$ cat src/rtl/npc_pkg.sv
package npc_pkg;

    localparam int unsigned NPC_ADDR_W     = 32;
    localparam int unsigned NPC_IMM_W      = 16;
    localparam int unsigned NPC_TGT_W      = 26;
    localparam int unsigned NPC_STEP_BYTES = 4;

    typedef enum logic [1:0] {
        NXT_SEQ    = 2'd0,
        NXT_BRANCH = 2'd1,
        NXT_JUMP   = 2'd2
    } nxt_src_e;

    typedef struct packed {
        logic br_sel;
        logic eq;
        logic jmp_sel;
    } nxt_ctl_t;

    function automatic logic branch_taken(input nxt_ctl_t c);
        return c.br_sel & c.eq;
    endfunction

    function automatic nxt_src_e pick_source(input nxt_ctl_t c);
        if (c.jmp_sel)           return NXT_JUMP;
        else if (branch_taken(c)) return NXT_BRANCH;
        else                      return NXT_SEQ;
    endfunction

endpackage

$ cat src/rtl/npc_incr.sv
module npc_incr #(
    parameter int unsigned ADDR_W     = npc_pkg::NPC_ADDR_W,
    parameter int unsigned STEP_BYTES = npc_pkg::NPC_STEP_BYTES
) (
    input  logic [ADDR_W-1:0] pc_i,
    output logic [ADDR_W-1:0] pc_next_seq_o
);
    localparam logic [ADDR_W-1:0] STEP_V = ADDR_W'(STEP_BYTES);

    assign pc_next_seq_o = pc_i + STEP_V;

endmodule

$ cat src/rtl/npc_branch_calc.sv
module npc_branch_calc #(
    parameter int unsigned ADDR_W     = npc_pkg::NPC_ADDR_W,
    parameter int unsigned IMM_W      = npc_pkg::NPC_IMM_W,
    parameter int unsigned STEP_BYTES = npc_pkg::NPC_STEP_BYTES
) (
    input  logic [ADDR_W-1:0] base_i,
    input  logic [IMM_W-1:0]  imm_i,
    output logic [ADDR_W-1:0] target_o
);
    localparam int unsigned SH    = $clog2(STEP_BYTES);
    localparam int unsigned EXT_W = ADDR_W - IMM_W - SH;

    logic [ADDR_W-1:0] byte_off;

    // sign extension and word scaling in one concatenation
    assign byte_off = {{EXT_W{imm_i[IMM_W-1]}}, imm_i, {SH{1'b0}}};
    // modulo 2^ADDR_W by width truncation
    assign target_o = base_i + byte_off;


    always_comb begin
        branch_dir_chk: assert (imm_i[IMM_W-1] ? (target_o != base_i) || (byte_off == '0)
                                               : 1'b1);
    end

endmodule

$ cat src/rtl/npc_jump_calc.sv
module npc_jump_calc #(
    parameter int unsigned ADDR_W     = npc_pkg::NPC_ADDR_W,
    parameter int unsigned TGT_W      = npc_pkg::NPC_TGT_W,
    parameter int unsigned STEP_BYTES = npc_pkg::NPC_STEP_BYTES
) (
    input  logic [ADDR_W-TGT_W-$clog2(STEP_BYTES)-1:0] region_i,
    input  logic [TGT_W-1:0]                           tgt_i,
    output logic [ADDR_W-1:0]                          target_o
);
    localparam int unsigned SH = $clog2(STEP_BYTES);

    assign target_o = {region_i, tgt_i, {SH{1'b0}}};

endmodule

$ cat src/rtl/npc_select.sv
module npc_select
    import npc_pkg::*;
#(
    parameter int unsigned ADDR_W = npc_pkg::NPC_ADDR_W
) (
    input  nxt_ctl_t          ctl_i,
    input  logic [ADDR_W-1:0] seq_i,
    input  logic [ADDR_W-1:0] br_i,
    input  logic [ADDR_W-1:0] jmp_i,
    output logic [ADDR_W-1:0] next_o,
    output nxt_src_e          src_o
);
    logic [ADDR_W-1:0] stage1;

    // first stage: sequential versus relative branch
    assign stage1 = branch_taken(ctl_i) ? br_i : seq_i;
    // second stage: the jump overrides whatever stage one chose
    assign next_o = ctl_i.jmp_sel ? jmp_i : stage1;
    assign src_o  = pick_source(ctl_i);


    always_comb begin
        jump_wins_chk: assert (!ctl_i.jmp_sel || next_o == jmp_i);
    end


    always_comb begin
        seq_default_chk: assert (src_o != NXT_SEQ || next_o == seq_i);
    end

endmodule

$ cat src/rtl/next_pc_unit.sv
module next_pc_unit
    import npc_pkg::*;
#(
    parameter int unsigned ADDR_W     = npc_pkg::NPC_ADDR_W,
    parameter int unsigned IMM_W      = npc_pkg::NPC_IMM_W,
    parameter int unsigned TGT_W      = npc_pkg::NPC_TGT_W,
    parameter int unsigned STEP_BYTES = npc_pkg::NPC_STEP_BYTES
) (
    input  logic              clk,
    input  logic              rst,
    input  logic              br_sel_i,
    input  logic              eq_i,
    input  logic              jmp_sel_i,
    input  logic [IMM_W-1:0]  imm_i,
    input  logic [TGT_W-1:0]  jtarget_i,
    output logic [ADDR_W-1:0] pc_o,
    output logic [ADDR_W-1:0] pc_plus4_o
);
    localparam int unsigned SH    = $clog2(STEP_BYTES);
    localparam int unsigned REG_W = ADDR_W - TGT_W - SH;
    localparam int unsigned EXT_W = ADDR_W - IMM_W - SH;
    localparam logic [ADDR_W-1:0] RESET_PC = '0;

    logic [ADDR_W-1:0] pc_q;
    logic [ADDR_W-1:0] seq_addr;
    logic [ADDR_W-1:0] br_addr;
    logic [ADDR_W-1:0] jmp_addr;
    logic [ADDR_W-1:0] next_pc;
    nxt_ctl_t          ctl;
    nxt_src_e          src;

    assign ctl = '{br_sel: br_sel_i, eq: eq_i, jmp_sel: jmp_sel_i};

    npc_incr #(.ADDR_W(ADDR_W), .STEP_BYTES(STEP_BYTES)) u_incr (
        .pc_i          (pc_q),
        .pc_next_seq_o (seq_addr)
    );

    npc_branch_calc #(.ADDR_W(ADDR_W), .IMM_W(IMM_W), .STEP_BYTES(STEP_BYTES)) u_branch (
        .base_i   (seq_addr),
        .imm_i    (imm_i),
        .target_o (br_addr)
    );

    npc_jump_calc #(.ADDR_W(ADDR_W), .TGT_W(TGT_W), .STEP_BYTES(STEP_BYTES)) u_jump (
        .region_i (seq_addr[ADDR_W-1 -: REG_W]),
        .tgt_i    (jtarget_i),
        .target_o (jmp_addr)
    );

    npc_select #(.ADDR_W(ADDR_W)) u_select (
        .ctl_i  (ctl),
        .seq_i  (seq_addr),
        .br_i   (br_addr),
        .jmp_i  (jmp_addr),
        .next_o (next_pc),
        .src_o  (src)
    );

    always_ff @(posedge clk) begin
        if (rst) pc_q <= RESET_PC;
        else     pc_q <= next_pc;
    end

    assign pc_o       = pc_q;
    assign pc_plus4_o = seq_addr;


    reset_zero_chk: assert property (@(posedge clk)
        rst |=> pc_o == '0);


    incr_gap_chk: assert property (@(posedge clk) disable iff (rst)
        (pc_plus4_o - pc_o) == ADDR_W'(STEP_BYTES));


    seq_step_chk: assert property (@(posedge clk) disable iff (rst)
        (!jmp_sel_i && !(br_sel_i && eq_i)) |=> pc_o == $past(pc_plus4_o));


    branch_off_chk: assert property (@(posedge clk) disable iff (rst)
        (br_sel_i && eq_i && !jmp_sel_i) |=>
        (pc_o - $past(pc_plus4_o)) ==
        {{EXT_W{$past(imm_i[IMM_W-1])}}, $past(imm_i), {SH{1'b0}}});


    jump_field_chk: assert property (@(posedge clk) disable iff (rst)
        jmp_sel_i |=> pc_o[ADDR_W-REG_W-1:SH] == $past(jtarget_i) && pc_o[SH-1:0] == '0);


    jump_region_chk: assert property (@(posedge clk) disable iff (rst)
        jmp_sel_i |=> pc_o[ADDR_W-1 -: REG_W] == $past(pc_plus4_o[ADDR_W-1 -: REG_W]));


    jump_src_chk: assert property (@(posedge clk) disable iff (rst)
        jmp_sel_i |-> src == NXT_JUMP);

endmodule

$ cat config.mk
export PLATFORM = sky130hd
export DESIGN_NAME = next_pc_unit
export DESIGN_NICKNAME = d
export VERILOG_FILES = /design/src/rtl/npc_pkg.sv /design/src/rtl/npc_incr.sv /design/src/rtl/npc_branch_calc.sv /design/src/rtl/npc_jump_calc.sv /design/src/rtl/npc_select.sv /design/src/rtl/next_pc_unit.sv
export SDC_FILE = /design/constraint.sdc
export NUM_CORES = 1
export LEC_CHECK = 0
export BUFFER_PORTS_ARGS = -buffer_cell sky130_fd_sc_hd__buf_2
export CELL_PAD_IN_SITES_DETAIL_PLACEMENT = 1
export CELL_PAD_IN_SITES_GLOBAL_PLACEMENT = 2
export CORE_ASPECT_RATIO = 1.25
export CORE_MARGIN = 3
export CORE_UTILIZATION = 29
export CTS_CLUSTER_SIZE = 24
export DETAILED_ROUTE_END_ITERATION = 10
export GPL_TIMING_DRIVEN = 0
export PLACE_DENSITY = 0.8
export SETUP_SLACK_MARGIN = 0.15
export SYNTH_ARGS = -nofsm -noshare
export SYNTH_HDL_FRONTEND = slang
export SYNTH_SLANG_ARGS = --single-unit
$ cat constraint.sdc
create_clock -name clk -period 4.05 [get_ports clk]
set_clock_uncertainty 0.15 [all_clocks]
set_input_delay 0.405 -clock clk [delete_from_list [all_inputs] [get_ports clk]]
set_output_delay 0.405 -clock clk [all_outputs]
set_load 0.1 [all_outputs]
* After elaboration in Yosys (flattened, before gate mapping)
Index checks and enable logic that the tools add are counted.
Word-level totals: bits of input ports 47, flip-flop bits (word level) 32, word-level logic and storage cells 8
Operators by class: bitwise operators 1, reductions and logical operators 1, $add $sub $neg 2, multiplexer cells 2
Operator list (number):
- $mux W32 | 2
- $add A32 B3 Y32 const B | 1
- $add A32 B32 Y32 | 1
- $reduce_or A2 Y1 | 1
- $and A1 B1 Y1 | 1

* Longest topological paths before layout
Gate-level depths: netlist (run 1).
depth in word-level cells 4, mapped depth 15, mapped depth without buffers 14

* Hierarchy
A second synthesis (run 1) with hierarchy kept.
Second synthesis, totals: cell total of the unflattened synthesis 561, area, all modules 4508.1 um2
By module, submodules not included:
- npc_branch_calc | area an instance 1660.3 um2, instances 1, cells each 226
- npc_select | area an instance 1159.9 um2, instances 1, cells each 152
- next_pc_unit | area an instance 863.3 um2, instances 1, cells each 67
- npc_incr | area an instance 580.6 um2, instances 1, cells each 83
- npc_jump_calc | area an instance 244.0 um2, instances 1, cells each 33

* Worst setup path before layout (run 1)
Ideal clock, no wire load.
path type reg2reg, start point reg pc_q[5], in the netlist pc_o[5], end point reg pc_q[31], in the netlist pc_o[31], buffers on the path 0, cell stages (with the launch flop) 14, slack -1996 ps, data required time 3779 ps, data arrival time 5775 ps, cells stage by stage dfxtp_1 -> nand4_1 -> nor4_4 -> nand2_2 -> nor2_1 -> nand3_1 -> xnor2_1 -> ha_1 -> o21ai_0 -> a21oi_1 -> a221oi_1 -> o21ai_0 -> a211oi_1 -> mux2_2
Between the ends: word-level cells in the longest chain between the ends 4
Ends and longest elaborated chain:
- start: declaration | RTL line next_pc_unit.sv:24 | logic [ADDR_W-1:0] pc_q;
- start signal: assignment | RTL line next_pc_unit.sv:62 | else pc_q <= next_pc;
- $add A32 B3 Y32 | RTL line npc_incr.sv:10 | assign pc_next_seq_o = pc_i + STEP_V;
- net pc_plus4_o[27] | RTL line next_pc_unit.sv:17 | output logic [ADDR_W-1:0] pc_plus4_o
- $add A32 B32 Y32 | RTL line npc_branch_calc.sv:18 | assign target_o = base_i + byte_off;
- $mux W32 | RTL line npc_select.sv:16 | assign stage1 = branch_taken(ctl_i) ? br_i : seq_i;
- $mux W32 | RTL line npc_select.sv:18 | assign next_o = ctl_i.jmp_sel ? jmp_i : stage1;
The timed path passes the listed nets, and every way through them passes these cells. A chain may end at the register's enable or synchronous reset.

* Worst setup path after layout (run 1)
start point reg pc_q[7], in the netlist pc_o[7], end point reg pc_q[25], in the netlist pc_o[25]
Between the ends: word-level cells in the longest chain between the ends 4
Ends and longest elaborated chain (RTL line):
- $add A32 B3 Y32 * | npc_incr.sv:10
- $add A32 B32 Y32 | npc_branch_calc.sv:18
- $mux W32 * | npc_select.sv:16
- $mux W32 * | npc_select.sv:18
Mark *: on every way between the ends. The rest lies on a longest branch, timed or not.

==> impl.org, run 1 <==
** Clock tree
- Maximum root-to-sink buffer count :: 2
- H-tree depth :: 2
- The clock drives 30 sinks.
- Clock insertion delay at the later pin of the skew report :: 280 ps
- Number of buffers inserted for hold repair after clock tree synthesis :: 0
- TritonCTS built the clock tree.
- Number of buffers created by CTS :: 5
- The root buffer cell chosen for the clock tree is clkbuf_16.
- Clock transition at the registers of the reported paths :: 60 ps

** Finish
- The count of cells in the finished layout, fillers not included, comes to 756.
- Ratio of cells with drive above 1 in the final layout :: roughly two fifths
- Antenna diode instance count :: 0
- Flip-flop count of the largest register after layout :: 30
- Net total in the final layout :: 678
- The area growth from synthesis to layout is 51.26%.
- Number of fill cells :: between 1000 and 1500
- The finished cells cover 0.005320 sq mm.

** STA
- Dividing the final minimum period by the clock period gives around 90%.
- Summed over all failing endpoints, the final setup total negative slack is 0 ps.
- The worst path meets setup with between 300 and 400 ps of slack.
- Setup repair after global routing could not meet its margin everywhere.
- Headroom to the max-slew limit :: 53.04%
- Setup violations remaining at the end of the flow were counted as 0.
- Final critical delay including setup and external delays :: roughly 3700 ps
- The final number of max-transition violations came to 0.
- F_max :: 266.8 MHz
- The count of endpoints failing hold in the final timing report came to 0.
- Measured slew at the worst slew-check pin :: 704.4 ps

** Synthesis
- Count of flip-flops with a built-in enable after synthesis :: 0
- Share of synthesized area occupied by flip-flops and latches :: 17.08%
- Most common library cells after synthesis :: nand2_1 (53), a21oi_1 (45), ha_1 (36)
- Register bit total from synthesis :: 30
- Proportion of synthesized flip-flops having asynchronous set or reset :: 0%
- Number of instances in the synthesized netlist :: 464
- Primary flip-flop cell chosen by synthesis mapping :: dfxtp_1
- Proportion of netlist area held by the largest area contributor :: roughly 17%
- Number of synthesis warnings :: 0
- Total standard cell area after synthesis :: 0.003517 sq mm
- After synthesis, the cell types taking the most area are dfxtp_1 (17%), ha_1 (13%), a21oi_1 (6.4%).
- Syn Area/Cell :: 7.580 sq um
- Summed over all instances, the cell type with the most area after synthesis is dfxtp_1.
- Yosys instantiated no cell more often than nand2_1.
- Number of distinct library cells after synthesis :: 58

** Route
- Post-detailed-route wirelength per cell :: between 20 and 25 um
- After detailed routing, the number of vias per cell comes to 5.553.
- Routed WL :: 15640 um
- Number of design rule violations left after detail routing :: 0
- The first routing iteration left 111 violations.
- Number of iterations in the first detailed-routing pass :: 4
- The final route contains 4198 vias.
- The count of nets left with antenna violations once routing finished came out at 0.

** Place
- Detailed placement finished with a half-perimeter wire length of roughly 13000 um.
- Port bufs :: 106
- Total placed cells including tap cells :: approximately 730
- Area post-placement :: around 0.0049 sq mm
- Post-place setup slack :: -104.0 ps
- Routability-driven placement finished with a final weighted congestion of between 0.8 and 0.9.

** GRT
- In the global route stage, overall resource usage came out at 22.84%.
- Entering global routing, the biggest net connects 24 pins.
- Via count of the first global-routing pass :: 4383
- Total congestion overflow :: 0
- The first global-routing pass estimated 24070 um of wire.
- The number of antenna violations at the first check in global routing was 0.

** Hold path
- Worst Hold Path Cells :: 2
- Start point of the worst hold path :: jtarget_i[3]
- The path with the worst hold slack has its endpoint at pc_o[5]$_SDFF_PP0_.
- Hold WC Path Type :: primary input to register

** Floorplan
- The die is 104.5 um wide.
- # rows :: 44
- 111 I/O pins were placed.
- Vert. Die Dim :: 129.1 um
- The die covers 0.01349 sq mm.
- Initial Util :: approximately 30%
- The total area inside the core boundary comes to 0.01173 sq mm.

** Pwr
- Sum of internal, switching and leakage power :: roughly 1800 uW
- VDD sags by at most 0.2274 mV.
- Power spread over the standard cell area amounts to 336.9 mW/mm^2.
- Total leakage power :: 0.002384 uW

** Worst setup path
- For the worst setup path, the data required time is 4080 ps.
- Cell Chain, Critical Path :: nand4_1 > buf_4 > nor4_4 > buf_6 > and3_4 > xor2_4 > ha_1 > clkbuf_2 > a21oi_1 > o21bai_1 > a221o_1 > o2111ai_1 > mux2_2 > a221oi_2
- Worst reg2reg path startpoint :: pc_o[7]$_SDFF_PP0_
- Nature of the critical path startpoint :: register
- The worst setup path is of the register to register kind.
- The number of cells on the worst reg-to-reg path is 14.
- STA classifies the critical path endpoint as a register.
- In this design, the stage delay of the slowest critical-path cell is about 390 ps.
- Register-to-Register Setup Slack :: 300 ps
- Critical-path top delay cell :: dfxtp_4
- Highest fanout seen on the critical path :: 7
- Worst path arrival time :: around 3800 ps
- Capture point of the worst reg-to-reg path :: pc_o[25]$_SDFF_PP0_

** Status
- The run finished with clean final reports.

** Job
- Number of max-cap violations :: 0
repair_timing:
action / in CTS / in global routing
resized for setup: 6 / 22
pin swaps: 4 / 15
setup buffers: 6 / 8
setup endpoints to repair: 8 / 8
cell usage in the layout, fill, tap and decap left out, types with 7 or more instances in the layout:
| cell type | netlist | layout |
|---|---|---|
| buf_2 | 1 | 107 |
| nand2_1 | 53 | 51 |
| a21oi_1 | 45 | 40 |
| nor2_1 | 35 | 32 |
| ha_1 | 36 | 30 |
| o21ai_0 | 24 | 18 |
| nand3_1 | 20 | 17 |
| buf_4 | 4 | 16 |
| dfxtp_4 | 0 | 15 |
| xor2_1 | 25 | 14 |
| and3_1 | 14 | 13 |
| xnor2_4 | 0 | 13 |
| a211oi_1 | 15 | 13 |
| nand4_1 | 11 | 11 |
| o211ai_1 | 11 | 11 |
| inv_1 | 10 | 10 |
| xor2_4 | 0 | 9 |
| o211a_1 | 9 | 9 |
| clkbuf_1 | 13 | 8 |
| dfxtp_2 | 0 | 8 |
| xnor2_1 | 23 | 7 |
| o22ai_1 | 7 | 7 |
| dfxtp_1 | 30 | 7 |
through the flow:
step / utilization, % / hold WS, ps
2_1_floorplan: - / 389.2
3_3_place_gp: 42.08 / 477.6
3_5_place_dp: 42.08 / 481.6
4_1_cts: 44.08 / 191.8
5_1_grt: 45.37 / 198.2
6_report: 45.37 / 192.1
final cells by class:
type                            instances  area, sq um  area share [%]
Buffer                                 22        112.6           2.117
Sequential cell                        30        666.9           12.54
Clock inverter                          2        10.01          0.1881
Inverter                               11        41.29          0.7761
Multi-Input combinational cell        404         3495           65.69
Tap cell                              161        201.4           3.786
Timing Repair Buffer                  120        643.1           12.09
Clock buffer                            6        150.1           2.822
power breakdown:
part	leakage [uW]	internal, uW	switching (uW)
Clock	0.0000818	263	147
Sequential	0.000260	321	52.0
Combinational	0.00204	277	732
per-layer routing:
layer | vias up | part of all wire [%] | GRT usage, %
li1 | 1992 | - | -
met1 | 2058 | 38 | 25.15
met2 | 115 | 54 | 44.22
met3 | 33 | 4.5 | 3.438
met4 | 0 | 3.5 | 8.372
met5 | - | 0 | 0
logic make-up after synthesis:
logic type	synth area share (%)
other cells	0.1066
compound gates	30.10
xor+xnor	11.95
buf+inv	4.198
fa+ha+maj	13.38
flops	17.08
simple gates	21.95
mux	1.245
critical path: cells and delay by family (launching register included):
family	cells	cell delay [ps]
multiplexers	1	370
flip-flops	1	390
adder cells (fa/ha/maj)	1	270
buffers and inverters	3	510
AO/OA/AOI/OAI	5	1120
AND/OR/NAND/NOR	3	600
XOR/XNOR	1	230
how the worst max path moves through the flow:
stage,startpoint,end,slack (ps),cells past startpoint
floorplan,pc_o[7]$_SDFF_PP0_,pc_o[31]$_SDFF_PP0_,-170,13
global placement,pc_o[4]$_SDFF_PP0_,pc_o[31]$_SDFF_PP0_,-90,12
detailed placement,pc_o[4]$_SDFF_PP0_,pc_o[25]$_SDFF_PP0_,-100,12
CTS,pc_o[4]$_SDFF_PP0_,pc_o[25]$_SDFF_PP0_,140,13
global route,pc_o[7]$_SDFF_PP0_,pc_o[31]$_SDFF_PP0_,60,16
finish,pc_o[7]$_SDFF_PP0_,pc_o[25]$_SDFF_PP0_,300,14
Power figures use the tool's default switching activity.
==> run 2: changes to the inputs <==
--- a/config.mk
+++ b/config.mk
@@ -8,10 +8,10 @@
 export BUFFER_PORTS_ARGS = -buffer_cell sky130_fd_sc_hd__buf_2
 export CELL_PAD_IN_SITES_DETAIL_PLACEMENT = 1
 export CELL_PAD_IN_SITES_GLOBAL_PLACEMENT = 2
-export CORE_ASPECT_RATIO = 1.25
+export CORE_ASPECT_RATIO = 0.75
 export CORE_MARGIN = 3
 export CORE_UTILIZATION = 29
-export CTS_CLUSTER_SIZE = 24
+export CTS_CLUSTER_SIZE = 16
 export DETAILED_ROUTE_END_ITERATION = 10
 export GPL_TIMING_DRIVEN = 0
 export PLACE_DENSITY = 0.8
==> run 2 against run 1 <==
Net effect:
- register-to-register slack worse by 50 ps
- sequential cell count did not move
- sequential share of layout area fell by 0.35 points
- routed wire length grew 4.0%
- maximum frequency is 1.2% lower
- critical path depth down 1
- count of clock-buffer cells in the layout is 2 higher
- die area about the same
- critical path type unchanged
- largest cell class unchanged
- highest routed layer unchanged
==> impl.org, run 2 (same netlist as run 1, synthesis figures left out) <==
** Status
- Run status :: complete, no violations (unchanged)

** Finish
- Leading cell type in the layout, fill and taps excluded :: buf_2 (unchanged)
- Ratio of cells with drive above 1 in the final layout :: 44.43% (was 40.50%)
- The number of nets in the layout came to 684 (was 678).
- Fin util :: 46.79% (was 45.37%)
- The layout overhead on the synthesized area came to 55.64% (was 51.26%).
- The number of diodes came to 0 (unchanged).
- Flip-flop count of the largest register after layout :: 30 (unchanged)
- Most frequent cells in the layout: buf_2 (107), nand2_1 (49), a21oi_1 (37), nor2_1 (31), ha_1 (28) (was buf_2 (107), nand2_1 (51), a21oi_1 (40), nor2_1 (32), ha_1 (30)).

** Clock tree
- Number of buffers created by CTS :: 5 (unchanged)
- H-tree depth :: 2 (unchanged)
- Maximum root-to-sink buffer count :: 2 (unchanged)
- The clock network latency to the later pin of the worst-skew pair came to 280 ps (about the same).
- Root Buffer :: clkbuf_16 (unchanged)
- Clock transition at the registers of the reported paths :: 50 ps (was 60 ps)
- The count of clock tree sinks is 30 (unchanged).
- The clock tree from TritonCTS is built (unchanged).
- The number of hold buffers added after cts is 0 (unchanged).

** Worst setup path
- The type of the worst setup path is register to register (unchanged).
- Worst reg2reg path startpoint :: pc_o[14]$_SDFF_PP0_ (was pc_o[7]$_SDFF_PP0_)
- The critical path launch point type was a register (unchanged).
- The register-to-register setup slack was 260 ps (was 300 ps).
- Critical-path top delay cell :: dfxtp_4 (unchanged)
- Cell Chain, Critical Path :: and4_1 > and3_1 > clkbuf_2 > nand2_2 > nor2_4 > xor2_4 > ha_4 > o21ai_1 > o211ai_1 > a221oi_2 > o21ai_1 > a211oi_2 > mux2_4 (was nand4_1 > buf_4 > nor4_4 > buf_6 > and3_4 > xor2_4 > ha_1 > clkbuf_2 > a21oi_1 > o21bai_1 > a221o_1 > o2111ai_1 > mux2_2 > a221oi_2)
- Worst setup path start :: pc_o[14]$_SDFF_PP0_ (was pc_o[7]$_SDFF_PP0_)
- Worst path arrival time :: 3810 ps (was 3780 ps)
- The critical-path maximum fanout came to 6 (was 7).
- Worst path max stage delay :: 400 ps (was 390 ps)
- Capturing element of the worst setup path :: pc_o[31]$_SDFF_PP0_ (was pc_o[25]$_SDFF_PP0_)
- The required time of the worst setup path is 4070 ps (was 4080 ps).
- The type of element capturing the critical path is a register (unchanged).
- The end of the worst register-to-register path is pc_o[31]$_SDFF_PP0_ (was pc_o[25]$_SDFF_PP0_).
- The number of cells on the worst reg-to-reg path is 13 (was 14).
- Counting stages on the worst path, the most repeated cell is o21ai_1.

** Pwr
- The internal power summed over all cells was 893.4 uW (was 861.3 uW).
- Power density over the cells :: 337.5 mW/mm^2 (was 336.9 mW/mm^2)
- The switching fraction of total power is 51.64% (was 51.94%).
- Switching pwr :: 954.1 uW (was 931.0 uW)
- The share of power burned in combinational logic is 57.2% (was 56.3%).
- The highest ir drop seen on vdd is 0.2098 mV (was 0.2274 mV).
- The relative contribution of the clock network to total power is 22.5% (was 22.9%).
- Total leakage power :: 0.002423 uW (was 0.002384 uW)
- The relative contribution of sequential cells to total power came to 20.3% (was 20.8%).

** Job
- Number of max-cap violations :: 0 (unchanged)

** GRT
- Via count of the first global-routing pass :: 4256 (was 4383)
- The global-route wire length before repair was 24890 um (was 24070 um).
- The residual overflow from global routing came to 0 (unchanged).
- Largest net degree at the start of global routing :: 24 (unchanged)
- Number of antenna violations at the first check in global routing :: 0 (unchanged)
- Total Routing Usage GR :: 23.70% (was 22.84%)

** Place
- The worst slack at placement is -318.4 ps (was -104.0 ps).
- Port bufs :: 106 (unchanged)
- The final weighted congestion in routability-driven placement was 0.8991 (was 0.8768).
- The detailed placer's ending HPWL was 13110 um (was 12770 um).

** STA
- The count of endpoints failing hold in the final timing report came to 0 (unchanged).
- Final critical delay including setup and external delays :: 3794 ps (was 3749 ps)
- The final number of max-transition violations was 0 (unchanged).
- Headroom to the max-slew limit :: 56.38% (was 53.04%)
- F_max :: 263.6 MHz (was 266.8 MHz)
- The final worst slack came to 256.3 ps (was 301.4 ps).
- Setup repair after global routing missed its margin :: true (unchanged)
- The number of endpoints failing setup at the final stage was 0 (unchanged).
- Fin crit share :: 93.67% (was 92.56%)
- The slew at the pin with the worst max-slew slack came to 654.3 ps (was 704.4 ps).

** Route
- Number of design rule violations left after detail routing :: 0 (unchanged)
- The via-per-instance ratio is 5.524 (was 5.553).
- The sum of routed wire length over all layers came to 16260 um (was 15640 um).
- Via Count :: 4215 (was 4198)
- The number of nets with antenna violations after routing came to 0 (unchanged).
- Number of iterations in the first detailed-routing pass :: 4 (unchanged)
- Post-detailed-route wirelength per cell :: 21.30 um (was 20.68 um)
- Detailed Route Iter0 Violations :: 202 (was 111)

** Floorplan
- The die area is 0.01350 sq mm (was 0.01349 sq mm).
- IO Pins :: 111 (unchanged)
- Floorplan Core Area :: 0.01170 sq mm (was 0.01173 sq mm)
- Initial Util :: 30.06% (was 29.99%)
- The number of rows created at floorplan was 34 (was 44).
- The floorplan die width was 133.2 um (was 104.5 um).
- The die boundary height came to 101.4 um (was 129.1 um).

** Hold path
- The classification of the worst-slack hold path is primary input to register (unchanged).
[run 2: worst min path at each step]
| stage | startpoint | to | slack [ps] | cells after the start |
|---|---|---|---|---|
| finish | jtarget_i[17] | pc_o[19]$_SDFF_PP0_ | 200 | 2 |
| CTS | jtarget_i[16] | pc_o[18]$_SDFF_PP0_ | 190 | 2 |
| global route | jtarget_i[14] | pc_o[16]$_SDFF_PP0_ | 200 | 2 |
| global placement | jtarget_i[14] | pc_o[16]$_SDFF_PP0_ | 480 | 2 |
| detailed placement | jtarget_i[3] | pc_o[5]$_SDFF_PP0_ | 490 | 2 |
| floorplan | jtarget_i[9] | pc_o[11]$_SDFF_PP0_ | 390 | 2 |
[run 2: repair_timing]
| item | 4_1_cts | 5_1_grt |
|---|---|---|
| buffers inserted | 9 | 11 |
| gates cloned | 0 | 0 |
| gates resized for setup | 10 | 48 |
| endpoints found under the setup margin | 8 | 13 |
| pin swaps | 6 | 16 |
[run 2: per-stage QoR]
step / hold slack [ps] / total power [uW] / instance area, sq um / instances / TNS, ps
finish: 198.5 / 1847 / 5474 / 763 / 0
global route: 200.0 / 1933 / 5474 / 763 / 0
CTS: 195.0 / 1794 / 5199 / 752 / 0
detailed placement: 485.1 / 1363 / 4936 / 735 / -487.2
global placement: 478.7 / 1353 / 4936 / 735 / -278.0
floorplan: 389.2 / 1138 / 4203 / 467 / -500.8
[run 2: layout make-up]
type	instances	area (sq um)
repair buffers	126	688.2
well taps	162	202.7
multi-input cells	404	3593
plain buffers	22	115.1
flip-flops and latches	30	666.9
inverters	11	41.29
clock buffers	8	166.4
fillers	1395	6225
[run 2: worst max-delay path, delay by kind of cell (launching register included)]
| kind | cells | cell delay (ps) |
|---|---|---|
| AOI/OAI and AO/OA | 5 | 1180 |
| adders and majority gates | 1 | 280 |
| muxes | 1 | 340 |
| and+or+nand+nor | 4 | 830 |
| xor gates and xnor gates | 1 | 310 |
| buffers and inverters | 1 | 200 |
| DFF | 1 | 400 |
[run 2: metal layers]
metal  share of wire [%]  GRT usage (%)  up-vias
met5                   0              0        -
met4                 1.1          4.980        0
met3                 5.8          3.327       16
met2                  42          34.40      121
met1                  51          36.96     2065
li1                    -              -     2013
[run 2: power groups by stage]
stage / combinational, uW / sequential (uW) / clock (uW)
final: 1060 / 375 / 416
after global routing: 1120 / 380 / 436
after global placement: 972 / 381 / 0
after detailed placement: 980 / 382 / 0
after CTS: 994 / 377 / 423
after floorplan: 591 / 547 / 0
